$ cat src/rtl/alu_flags_pkg.sv
package alu_flags_pkg;

  localparam int FLAG_W = 6;
  localparam int BYTE_W = 8;

  typedef enum logic [3:0] {
    OP_ADD = 4'd0,
    OP_ADC = 4'd1,
    OP_SUB = 4'd2,
    OP_SBB = 4'd3,
    OP_AND = 4'd4,
    OP_OR  = 4'd5,
    OP_XOR = 4'd6,
    OP_INC = 4'd7,
    OP_DEC = 4'd8,
    OP_NOT = 4'd9,
    OP_SHL = 4'd10,
    OP_SHR = 4'd11,
    OP_SAR = 4'd12
  } alu_op_e;

  typedef struct packed {
    logic of;
    logic sf;
    logic zf;
    logic af;
    logic pf;
    logic cf;
  } alu_flags_t;

  // even number of ones in the byte
  function automatic logic even_parity8(input logic [BYTE_W-1:0] v);
    return ~(^v);
  endfunction

  // carry vector from operands and sum: bit i is carry into bit i
  function automatic logic [31:0] carry_into(input logic [31:0] a,
                                             input logic [31:0] b,
                                             input logic [31:0] s);
    return a ^ b ^ s;
  endfunction

endpackage

$ cat src/rtl/alu_arith.sv
module alu_arith #(
  parameter int DATA_W = 16
) (
  input  logic [DATA_W-1:0] a,
  input  logic [DATA_W-1:0] b,
  input  logic              is_sub,
  input  logic              cin,
  input  logic              size_word,
  output logic [DATA_W-1:0] res,
  output logic              cout,
  output logic              cin_msb,
  output logic              af
);
  import alu_flags_pkg::*;

  localparam int HI_W = DATA_W - BYTE_W;

  logic [DATA_W:0]   full;
  logic [DATA_W:0]   cin_ext;
  logic [31:0]       cvec;

  always_comb begin
    cin_ext = {{DATA_W{1'b0}}, cin};
    if (is_sub) full = {1'b0, a} - {1'b0, b} - cin_ext;
    else        full = {1'b0, a} + {1'b0, b} + cin_ext;
    cvec = carry_into(32'(a), 32'(b), 32'(full[DATA_W-1:0]));
  end

  always_comb begin
    if (size_word) begin
      res     = full[DATA_W-1:0];
      cout    = full[DATA_W];
      cin_msb = cvec[DATA_W-1];
    end else begin
      res     = {{HI_W{1'b0}}, full[BYTE_W-1:0]};
      cout    = full[BYTE_W];
      cin_msb = cvec[BYTE_W-1];
    end
    af = cvec[4];
  end

endmodule

$ cat src/rtl/alu_shift_logic.sv
module alu_shift_logic #(
  parameter int DATA_W = 16
) (
  input  logic [DATA_W-1:0] a,
  input  logic [DATA_W-1:0] b,
  input  logic [3:0]        op,
  input  logic              size_word,
  output logic [DATA_W-1:0] res,
  output logic              sh_cf,
  output logic              sh_of
);
  import alu_flags_pkg::*;

  localparam int HI_W = DATA_W - BYTE_W;

  logic              msb_old;
  logic              msb_next;
  logic [DATA_W-1:0] raw;

  assign msb_old  = size_word ? a[DATA_W-1] : a[BYTE_W-1];
  assign msb_next = size_word ? a[DATA_W-2] : a[BYTE_W-2];

  always_comb begin
    raw   = '0;
    sh_cf = 1'b0;
    sh_of = 1'b0;
    case (op)
      OP_AND: raw = a & b;
      OP_OR:  raw = a | b;
      OP_XOR: raw = a ^ b;
      OP_NOT: raw = ~a;
      OP_SHL: begin
        raw   = a << 1;
        sh_cf = msb_old;
        sh_of = msb_next ^ msb_old;
      end
      OP_SHR: begin
        raw   = a >> 1;
        sh_cf = a[0];
        sh_of = msb_old;
      end
      OP_SAR: begin
        raw = a >> 1;
        if (size_word) raw[DATA_W-1] = msb_old;
        else           raw[BYTE_W-1] = msb_old;
        sh_cf = a[0];
      end
      default: raw = '0;
    endcase
    res = size_word ? raw : {{HI_W{1'b0}}, raw[BYTE_W-1:0]};
  end

endmodule

$ cat src/rtl/alu_flag_gen.sv
module alu_flag_gen #(
  parameter int DATA_W = 16
) (
  input  logic [DATA_W-1:0] res,
  input  logic              size_word,
  output logic              zf,
  output logic              sf,
  output logic              pf
);
  import alu_flags_pkg::*;

  assign zf = size_word ? (res == '0) : (res[BYTE_W-1:0] == '0);
  assign sf = size_word ? res[DATA_W-1] : res[BYTE_W-1];
  assign pf = even_parity8(res[BYTE_W-1:0]);

endmodule

$ cat src/rtl/alu_flags_unit.sv
module alu_flags_unit #(
  parameter int DATA_W = 16
) (
  input  logic              clk,
  input  logic              rst_n,
  input  logic [DATA_W-1:0] op_a,
  input  logic [DATA_W-1:0] op_b,
  input  logic [3:0]        op_code,
  input  logic              size_word,
  input  logic              carry_in,
  input  logic              flag_en,
  output logic [DATA_W-1:0] result,
  output logic [5:0]        flags_now,
  output logic [5:0]        flags_q,
  output logic              cf_keep
);
  import alu_flags_pkg::*;

  localparam int HI_W = DATA_W - BYTE_W;

  // operand masking for byte mode
  logic [DATA_W-1:0] a_m, b_m;
  assign a_m = size_word ? op_a : {{HI_W{1'b0}}, op_a[BYTE_W-1:0]};
  assign b_m = size_word ? op_b : {{HI_W{1'b0}}, op_b[BYTE_W-1:0]};

  // decode, brought out as named events
  logic is_arith, is_logic, is_shift, is_sub, is_incdec, use_cin, is_rsvd;
  always_comb begin
    is_arith  = 1'b0; is_logic = 1'b0; is_shift = 1'b0; is_sub = 1'b0;
    is_incdec = 1'b0; use_cin  = 1'b0; cf_keep  = 1'b0; is_rsvd = 1'b0;
    case (op_code)
      OP_ADD: is_arith = 1'b1;
      OP_ADC: begin is_arith = 1'b1; use_cin = 1'b1; end
      OP_SUB: begin is_arith = 1'b1; is_sub = 1'b1; end
      OP_SBB: begin is_arith = 1'b1; is_sub = 1'b1; use_cin = 1'b1; end
      OP_AND, OP_OR, OP_XOR: is_logic = 1'b1;
      OP_INC: begin is_arith = 1'b1; is_incdec = 1'b1; cf_keep = 1'b1; end
      OP_DEC: begin is_arith = 1'b1; is_incdec = 1'b1; is_sub = 1'b1; cf_keep = 1'b1; end
      OP_NOT: cf_keep = 1'b1;
      OP_SHL, OP_SHR, OP_SAR: is_shift = 1'b1;
      default: is_rsvd = 1'b1;
    endcase
  end

  // arithmetic path
  logic [DATA_W-1:0] ar_b, ar_res;
  logic              ar_cin, ar_cout, ar_cin_msb, ar_af;
  assign ar_b   = is_incdec ? {{(DATA_W-1){1'b0}}, 1'b1} : b_m;
  assign ar_cin = use_cin & carry_in;

  alu_arith #(.DATA_W(DATA_W)) u_arith (
    .a(a_m), .b(ar_b), .is_sub(is_sub), .cin(ar_cin), .size_word(size_word),
    .res(ar_res), .cout(ar_cout), .cin_msb(ar_cin_msb), .af(ar_af)
  );

  // logic and shift path
  logic [DATA_W-1:0] sl_res;
  logic              sl_cf, sl_of;
  alu_shift_logic #(.DATA_W(DATA_W)) u_shlog (
    .a(a_m), .b(b_m), .op(op_code), .size_word(size_word),
    .res(sl_res), .sh_cf(sl_cf), .sh_of(sl_of)
  );

  assign result = is_arith ? ar_res : sl_res;

  // result-derived flags
  logic zf_w, sf_w, pf_w;
  alu_flag_gen #(.DATA_W(DATA_W)) u_fgen (
    .res(result), .size_word(size_word), .zf(zf_w), .sf(sf_w), .pf(pf_w)
  );

  alu_flags_t fl;
  always_comb begin
    fl.zf = zf_w;
    fl.sf = sf_w;
    fl.pf = pf_w;
    fl.af = is_arith & ar_af;
    if (cf_keep)       fl.cf = carry_in;
    else if (is_arith) fl.cf = ar_cout;
    else if (is_shift) fl.cf = sl_cf;
    else               fl.cf = 1'b0;
    if (is_arith)      fl.of = ar_cout ^ ar_cin_msb;
    else if (is_shift) fl.of = sl_of;
    else               fl.of = 1'b0;
  end
  assign flags_now = fl;

  // registered flags
  always_ff @(posedge clk or negedge rst_n) begin
    if (!rst_n)       flags_q <= '0;
    else if (flag_en) flags_q <= flags_now;
  end

  // ---------------- assertions ----------------
  p_flag_load_r11: assert property (@(posedge clk) disable iff (!rst_n)
    flag_en |=> flags_q == $past(flags_now));
  p_flag_hold_r11: assert property (@(posedge clk) disable iff (!rst_n)
    !flag_en |=> $stable(flags_q));
  p_byte_upper_zero_r7: assert property (@(posedge clk) disable iff (!rst_n)
    !size_word |-> result[DATA_W-1:BYTE_W] == '0);
  p_logic_clear_r8: assert property (@(posedge clk) disable iff (!rst_n)
    is_logic |-> (flags_now[0] == 1'b0 && flags_now[5] == 1'b0 && flags_now[2] == 1'b0));
  p_cf_pass_r9: assert property (@(posedge clk) disable iff (!rst_n)
    cf_keep |-> flags_now[0] == carry_in);
  p_zero_flag_r6: assert property (@(posedge clk) disable iff (!rst_n)
    flags_now[3] == (result == '0));
  p_sign_flag_r6: assert property (@(posedge clk) disable iff (!rst_n)
    flags_now[4] == (size_word ? result[DATA_W-1] : result[BYTE_W-1]));
  p_rsvd_zero_r12: assert property (@(posedge clk) disable iff (!rst_n)
    is_rsvd |-> (result == '0 && flags_now == 6'b001010));
  p_no_af_shift_r10: assert property (@(posedge clk) disable iff (!rst_n)
    is_shift |-> flags_now[2] == 1'b0);

endmodule

$ cat config.mk
export PLATFORM = sky130hd
export DESIGN_NAME = alu_flags_unit
export DESIGN_NICKNAME = d
export VERILOG_FILES = /design/src/rtl/alu_flags_pkg.sv /design/src/rtl/alu_arith.sv /design/src/rtl/alu_shift_logic.sv /design/src/rtl/alu_flag_gen.sv /design/src/rtl/alu_flags_unit.sv
export SDC_FILE = /design/constraint.sdc
export NUM_CORES = 1
export LEC_CHECK = 0
export ABC_AREA = 1
export BUFFER_PORTS_ARGS = -buffer_cell sky130_fd_sc_hd__buf_2
export CAP_MARGIN = 40
export CORE_ASPECT_RATIO = 1.4
export CORE_UTILIZATION = 35
export CTS_CLUSTER_DIAMETER = 150
export DETAILED_ROUTE_END_ITERATION = 16
export PLACE_DENSITY = 0.64
export SLEW_MARGIN = 10
export SYNTH_ARGS = -nofsm -noshare
export SYNTH_HDL_FRONTEND = slang
export SYNTH_HIERARCHICAL = 1
export SYNTH_SLANG_ARGS = --single-unit
$ cat constraint.sdc
create_clock -name clk -period 6.29 [get_ports clk]
set_input_delay 1.258 -clock clk [delete_from_list [all_inputs] [get_ports clk]]
set_output_delay 1.258 -clock clk [all_outputs]
set_load 0.005 [all_outputs]
# Yosys cells after proc, flatten, opt, wreduce, memory -nomap -nowiden
# Cells that the tools add are included.
# W data, S select, Z words.
[classes]
addsub = 4
n_eq_ne = 12
mux = 29
bitwise = 11
n_reduce_logical = 11
[ops]
columns = ["operator", "count"]
rows = [
  ["$pmux W16 S7", 1],
  ["$mux W16", 6],
  ["$xor A16 B16 Y16", 3],
  ["$eq A4 B4 Y1 const B", 5],
  ["$mux W1", 19],
  ["$add A16 B16 Y17", 1],
  ["$add A17 B1 Y17", 1],
  ["$mux W17", 1],
  ["$sub A16 B16 Y17", 1],
  ["$sub A17 B1 Y17", 1],
  ["$and A16 B16 Y16", 1],
  ["$eq A4 B3 Y1 const B", 4],
  ["$logic_not A16 Y1", 1],
  ["$not A16 Y16", 1],
  ["$or A16 B16 Y16", 1],
  ["$reduce_or A3 Y1", 3],
  ["$eq A4 B2 Y1 const B", 2],
  ["$logic_not A8 Y1", 1],
  ["$reduce_xor A8 Y1", 1],
  ["$reduce_or A2 Y1", 3],
  ["$reduce_or A6 Y1", 1],
  ["$eq A4 B1 Y1 const B", 1],
  ["$logic_not A4 Y1", 1],
  ["$pmux W1 S2", 2],
  ["other kinds (3)", 5],
]
[word_totals]
ff_bits = 6
in_bits = 41
output_inout_bits = 29
elab_cells = 68

# Logic depth before layout (Yosys ltp)
[logic_depth]
depth_word = 11
depth_mapped = 30
mapped_depth_nobuf = 30

# Hierarchy
# The synthesis kept the hierarchy.
[by_module_without_submodules]
columns = ["module", "instances", "cells_per_inst", "area_each_um2"]
rows = [
  ["alu_arith", 1, 402, 2224.6],
  ["alu_shift_logic", 1, 286, 1527.7],
  ["alu_flags_unit", 1, 172, 850.8],
  ["alu_flag_gen", 1, 30, 166.4],
]

# Worst setup path after synthesis
# OpenSTA, ideal clock, no wires.
[synth_path]
path_type = "input-to-output"
from = "in op_code[2]"
to = "out flags_now[1]"
arrival_time_ps = 4122
t_required_ps = 5032
path_slack_ps = 910
path_stages = 22
n_path_buf = 1
path_cell_list = "inv_2 nand2_1 nor2_1 nand2_1 nand2_2 or2_1 inv_1 fa_1 inv_1 ha_1 or2_2 a21oi_1 nor2_1 o21ai_0 nand2_1 nand2_1 inv_1 ha_1 xor2_1 and2_1 nor2_2 buf_4"
[synth_via]
elab_chain_len = 11
word_cells_on_any_way = 34
cone_classes = "4 x add/sub; 12 x eq/ne; 10 x mux; 2 x bitwise; 6 x reduce/logical"
[synth_rtl]
columns = ["element", "line", "rtl"]
rows = [
  ["start: declaration", "alu_flags_unit.sv:8", "input logic [3:0] op_code,"],
  ["$eq A4 B4 Y1 or $eq A4 B3 Y1 (tied branches)", "alu_flags_unit.sv:31", "case (op_code)"],
  ["$reduce_or A2 Y1 (no line) *", "-", ""],
  ["$mux W1 *", "alu_flags_unit.sv:31", ""],
  ["$mux W16 *", "alu_flags_unit.sv:48", "assign ar_b = is_incdec ? {{(DATA_W-1){1'b0}}, 1'b1} : b_m;"],
  ["net ar_b[0]", "alu_flags_unit.sv:46", "logic [DATA_W-1:0] ar_b, ar_res;"],
  ["$add A16 B16 Y17 or $sub A16 B16 Y17 (tied branches)", "alu_arith.sv:25, alu_arith.sv:24", ""],
  ["$add A17 B1 Y17 or $sub A17 B1 Y17 (tied branches)", "alu_arith.sv:25, alu_arith.sv:24", ""],
  ["$mux W17 *", "alu_arith.sv:24", "if (is_sub) full = {1'b0, a} - {1'b0, b} - cin_ext;"],
  ["$mux W16 *", "alu_arith.sv:30", "if (size_word) begin"],
  ["net ar_res[5]", "alu_flags_unit.sv:46", ""],
  ["$mux W16 *", "alu_flags_unit.sv:64", "assign result = is_arith ? ar_res : sl_res;"],
  ["net result[5]", "alu_flags_unit.sv:12", "output logic [DATA_W-1:0] result,"],
  ["$reduce_xor A8 Y1 *", "alu_flags_pkg.sv:33", "return ~(^v);"],
  ["$not A1 Y1 *", "alu_flags_pkg.sv:33", ""],
  ["end: declaration", "alu_flags_unit.sv:13", "output logic [5:0] flags_now,"],
]
# The timed path passes the listed nets; every way through them passes the cells marked *.

# Final worst setup path
[layout_path]
from = "in op_code[1]"
to = "out flags_now[1]"
[layout_via]
elab_chain_len = 11
word_cells_on_any_way = 34
cone_classes = "4 x add/sub; 12 x eq/ne; 10 x mux; 2 x bitwise; 6 x reduce/logical"
[layout_rtl]
columns = ["element", "line"]
rows = [
  ["$eq A4 B4 Y1 or $eq A4 B3 Y1 (tied branches)", "alu_flags_unit.sv:31"],
  ["$reduce_or A2 Y1 (no line) *", "-"],
  ["$mux W1 *", "alu_flags_unit.sv:31"],
  ["$mux W16 *", "alu_flags_unit.sv:48"],
  ["net ar_b[0]", "alu_flags_unit.sv:46"],
  ["$add A16 B16 Y17 or $sub A16 B16 Y17 (tied branches)", "alu_arith.sv:25, alu_arith.sv:24"],
  ["$add A17 B1 Y17 or $sub A17 B1 Y17 (tied branches)", "alu_arith.sv:25, alu_arith.sv:24"],
  ["$mux W17 *", "alu_arith.sv:24"],
  ["$mux W16 *", "alu_arith.sv:30"],
  ["net ar_res[5]", "alu_flags_unit.sv:46"],
  ["$mux W16 *", "alu_flags_unit.sv:64"],
  ["$reduce_xor A8 Y1 *", "alu_flags_pkg.sv:33"],
  ["$not A1 Y1 *", "alu_flags_pkg.sv:33"],
]
# Marks and branches as above.

==> impl_metrics.env <==
export IMPL_dp_hpwl_mm=12.30
export IMPL_rows=50
export IMPL_top_layer="met4"
export IMPL_routed_wl_mm=15.17
export IMPL_reg2reg_slack_ns=5.69
export IMPL_start_util_pct=35.79
export IMPL_reg2reg_depth=2
export IMPL_antenna_found_initial=0
export IMPL_first_pass_iters=5
export IMPL_ys_ff_latch=6
export IMPL_hold_viol_final=0
export IMPL_ant_nets=0
export IMPL_overflow=0
export IMPL_worst_pin_slew_ns=0.6236
export IMPL_async_reset_ff_share_pct=100.0
export IMPL_hold_path_class="reg2reg"
export IMPL_synthesis_instances=890
export IMPL_path_max_fanout=9
export IMPL_clkLatencyLatePin_ns=0.23
export IMPL_synthFlopType="dfrtp_1"
export IMPL_synth_nets=1016
export IMPL_netlist_area_um2=4770
export IMPL_wl_per_cell_um=13.31
export IMPL_setup_viol=0
export IMPL_yosys_warnings=6
export IMPL_instances_no_fill=1139
export IMPL_r2r_start="flags_q[0]"
export IMPL_r2r_end="flags_q[0]"
export IMPL_cts_htree_levels=1
export IMPL_finalWeightedCongestion=0.9369
export IMPL_power_leakage_nw=3.318
export IMPL_cp_buffers_inverters=5
export IMPL_cp_required_ns=5.03
export IMPL_timing_fmax_ghz=0.1643
export IMPL_grt_pass1_wl_mm=24.40
export IMPL_viasPerCell=4.847
export IMPL_path_cells="buf_2, nand4_1, nand2_4, or2_1, inv_1, fa_1, inv_1, ha_1, or2_2, a21oi_1, nor2_1, o21ai_0, nand2_1, nand2_1, inv_1, ha_1, xor2_1, and2_1, nor2_2, buf_2"
export IMPL_cts_tree="built"
export IMPL_top_level_ports=70
export IMPL_timing_critical_path_to_type="output pin"
export IMPL_slowest_delay_ns=0.54
export IMPL_hold_end="flags_q[1]"
export IMPL_hold_start="flags_q[1]"
export IMPL_post_synth_top_area_fraction_pct=21.25
export IMPL_routed_wl_met3_um=651
export IMPL_synth_edf_count=0
export IMPL_maxCapViolCount=0
export IMPL_grtUsageTotal_pct=21.26
export IMPL_drc=0
export IMPL_synth_seq_area_share_pct=3.148
export IMPL_finalPower_mw=0.6735
export IMPL_yosys_area_top_type="ha_1"
export IMPL_final_common_cell="nand2_1"
export IMPL_hold_ws_ns=0.4665
export IMPL_fin_nets=1085
export IMPL_path_class="in2out"
export IMPL_yosysUniqueCellTypes=40
export IMPL_skew_ns=0
export IMPL_ir_worst_vdd_mv=0.07896
export IMPL_drv_slew=0
export IMPL_grt_pass1_vias=5002
export IMPL_nFillCells=1542
export IMPL_status="finished clean"
export IMPL_cts_made_buffers=3
export IMPL_syn_area_per_cell_um2=5.359
export IMPL_slew_headroom_pct=58.17
export IMPL_area_growth_pct=13.80
export IMPL_crit_arrival_ns=4.83
export IMPL_place_ws_ns=0.1590
export IMPL_placed_cells=1133
export IMPL_vias=5521
export IMPL_mostFrequentLayoutCells="nand2_1, inv_1, nor2_1"
export IMPL_die_w_um=100.7
export IMPL_worstSetupStartpointType="primary input"
export IMPL_grt_max_degree=23
export IMPL_die_area_um2=14110
export IMPL_hold_depth=2
export IMPL_layout_drive_gt1_share_pct=12.54
export IMPL_cp_common_cell="inv_1"
export IMPL_core_um2=13330
export IMPL_cts_path_max_buffers=2
export IMPL_wl_met1_mm=6.696
export IMPL_die_y_um=140.1
export IMPL_synthTopCellsByArea="ha_1, nand2_1, inv_1, nand3_1, nor2_1"
export IMPL_dr_wl_met2_mm=7.548
export IMPL_regMostFlops="flags_q"
export IMPL_largest_reg_flops=6
export IMPL_fin_ws_ns=0.2043
export IMPL_cts_root_buf="clkbuf_16"
export IMPL_cts_sinks=6
export IMPL_clk_pin_slew_ns=0.03
export IMPL_fin_crit_sh_pct=96.75
export IMPL_path_delay_family="simple AND/OR/NAND/NOR gates"
export IMPL_power_density_nw_per_um2=124.1
export IMPL_slowest_stage="fa_1"
export IMPL_drt_iter0_markers=405
export IMPL_fin_util_pct=40.73
export IMPL_port_buffers=69
export IMPL_period_needed_ns=6.086
export IMPL_antenna_diode_count=0
export IMPL_reg_top3="flags_q (6)"
## worst min-delay path: cells and delay by family (launching register included)
kind,cells,cell delay [ns]
flops,1,0.33
simple gates,2,0.10
## layer usage
layer	global-route usage, %	up-vias
li1	-	2915
met1	27.56	2432
met2	38.57	153
met3	1.098	21
met4	4.043	0
met5	0	-
## cells in the mapped netlist, types with 4 or more instances
cell      number
a21oi_1       48
buf_2          7
buf_4          7
clkinv_1       4
dfrtp_1        6
fa_1           4
ha_1          81
inv_1        157
inv_2          4
nand2_1      247
nand2_2        9
nand3_1       95
nand4_1        7
nor2_1       119
nor3_1         6
o21ai_0       29
o21bai_1       6
xor2_1         7
## cell type report
type	count	area (um^2)	share of cell area (%)
timing repair buffer	83	462.9	8.529
multi-input combinational	699	3886	71.60
tap	182	227.7	4.195
inverter	166	625.6	11.53
sequential	6	150.1	2.766
clock buffer	3	75.07	1.383
## logic make-up (layout without fill, tap and decap cells)
| kind of cell | Yosys count | after routing | synth area share [%] |
|---|---|---|---|
| simple gates | 507 | 508 | 45.20 |
| buf+inv | 186 | 252 | 15.90 |
| compound gates | 96 | 96 | 10.99 |
| fa+ha+maj | 85 | 85 | 22.93 |
| xor+xnor | 10 | 10 | 1.836 |
| flops | 6 | 6 | 3.148 |
## how the worst max path moves through the flow
stage / startpoint / endpoint / slack (ns) / cells after the start
floorplan: op_code[2] / flags_now[1] / 0.91 / 22
global placement: op_code[2] / flags_now[1] / 0.20 / 23
detailed placement: op_code[2] / flags_now[1] / 0.16 / 23
CTS: op_code[2] / flags_now[1] / 0.15 / 23
global route: op_code[3] / flags_now[3] / -0.005 / 26
finish: op_code[1] / flags_now[1] / 0.20 / 20
## metrics by stage
step | cell area, um^2 | TNS, ns
finish | 5428 | 0
global route | 5428 | -0.004844
CTS | 5378 | 0
detailed placement | 5303 | 0
global placement | 5303 | 0
floorplan | 4770 | 0
## report_power, final
group	total, mW	switching [mW]	internal (mW)
registers	0.0510	0.00394	0.0471
clock network	0.102	0.0205	0.0815
logic	0.520	0.330	0.190
## what timing repair did
item / in CTS / in global routing
buffers inserted: 0 / 2
hold buffers: 0 / 0
endpoints found under the setup margin: 0 / 3
gates resized for setup: 0 / 5
hold endpoints to repair: 0 / 0
No activity file was read; power rests on OpenSTA's default activity.
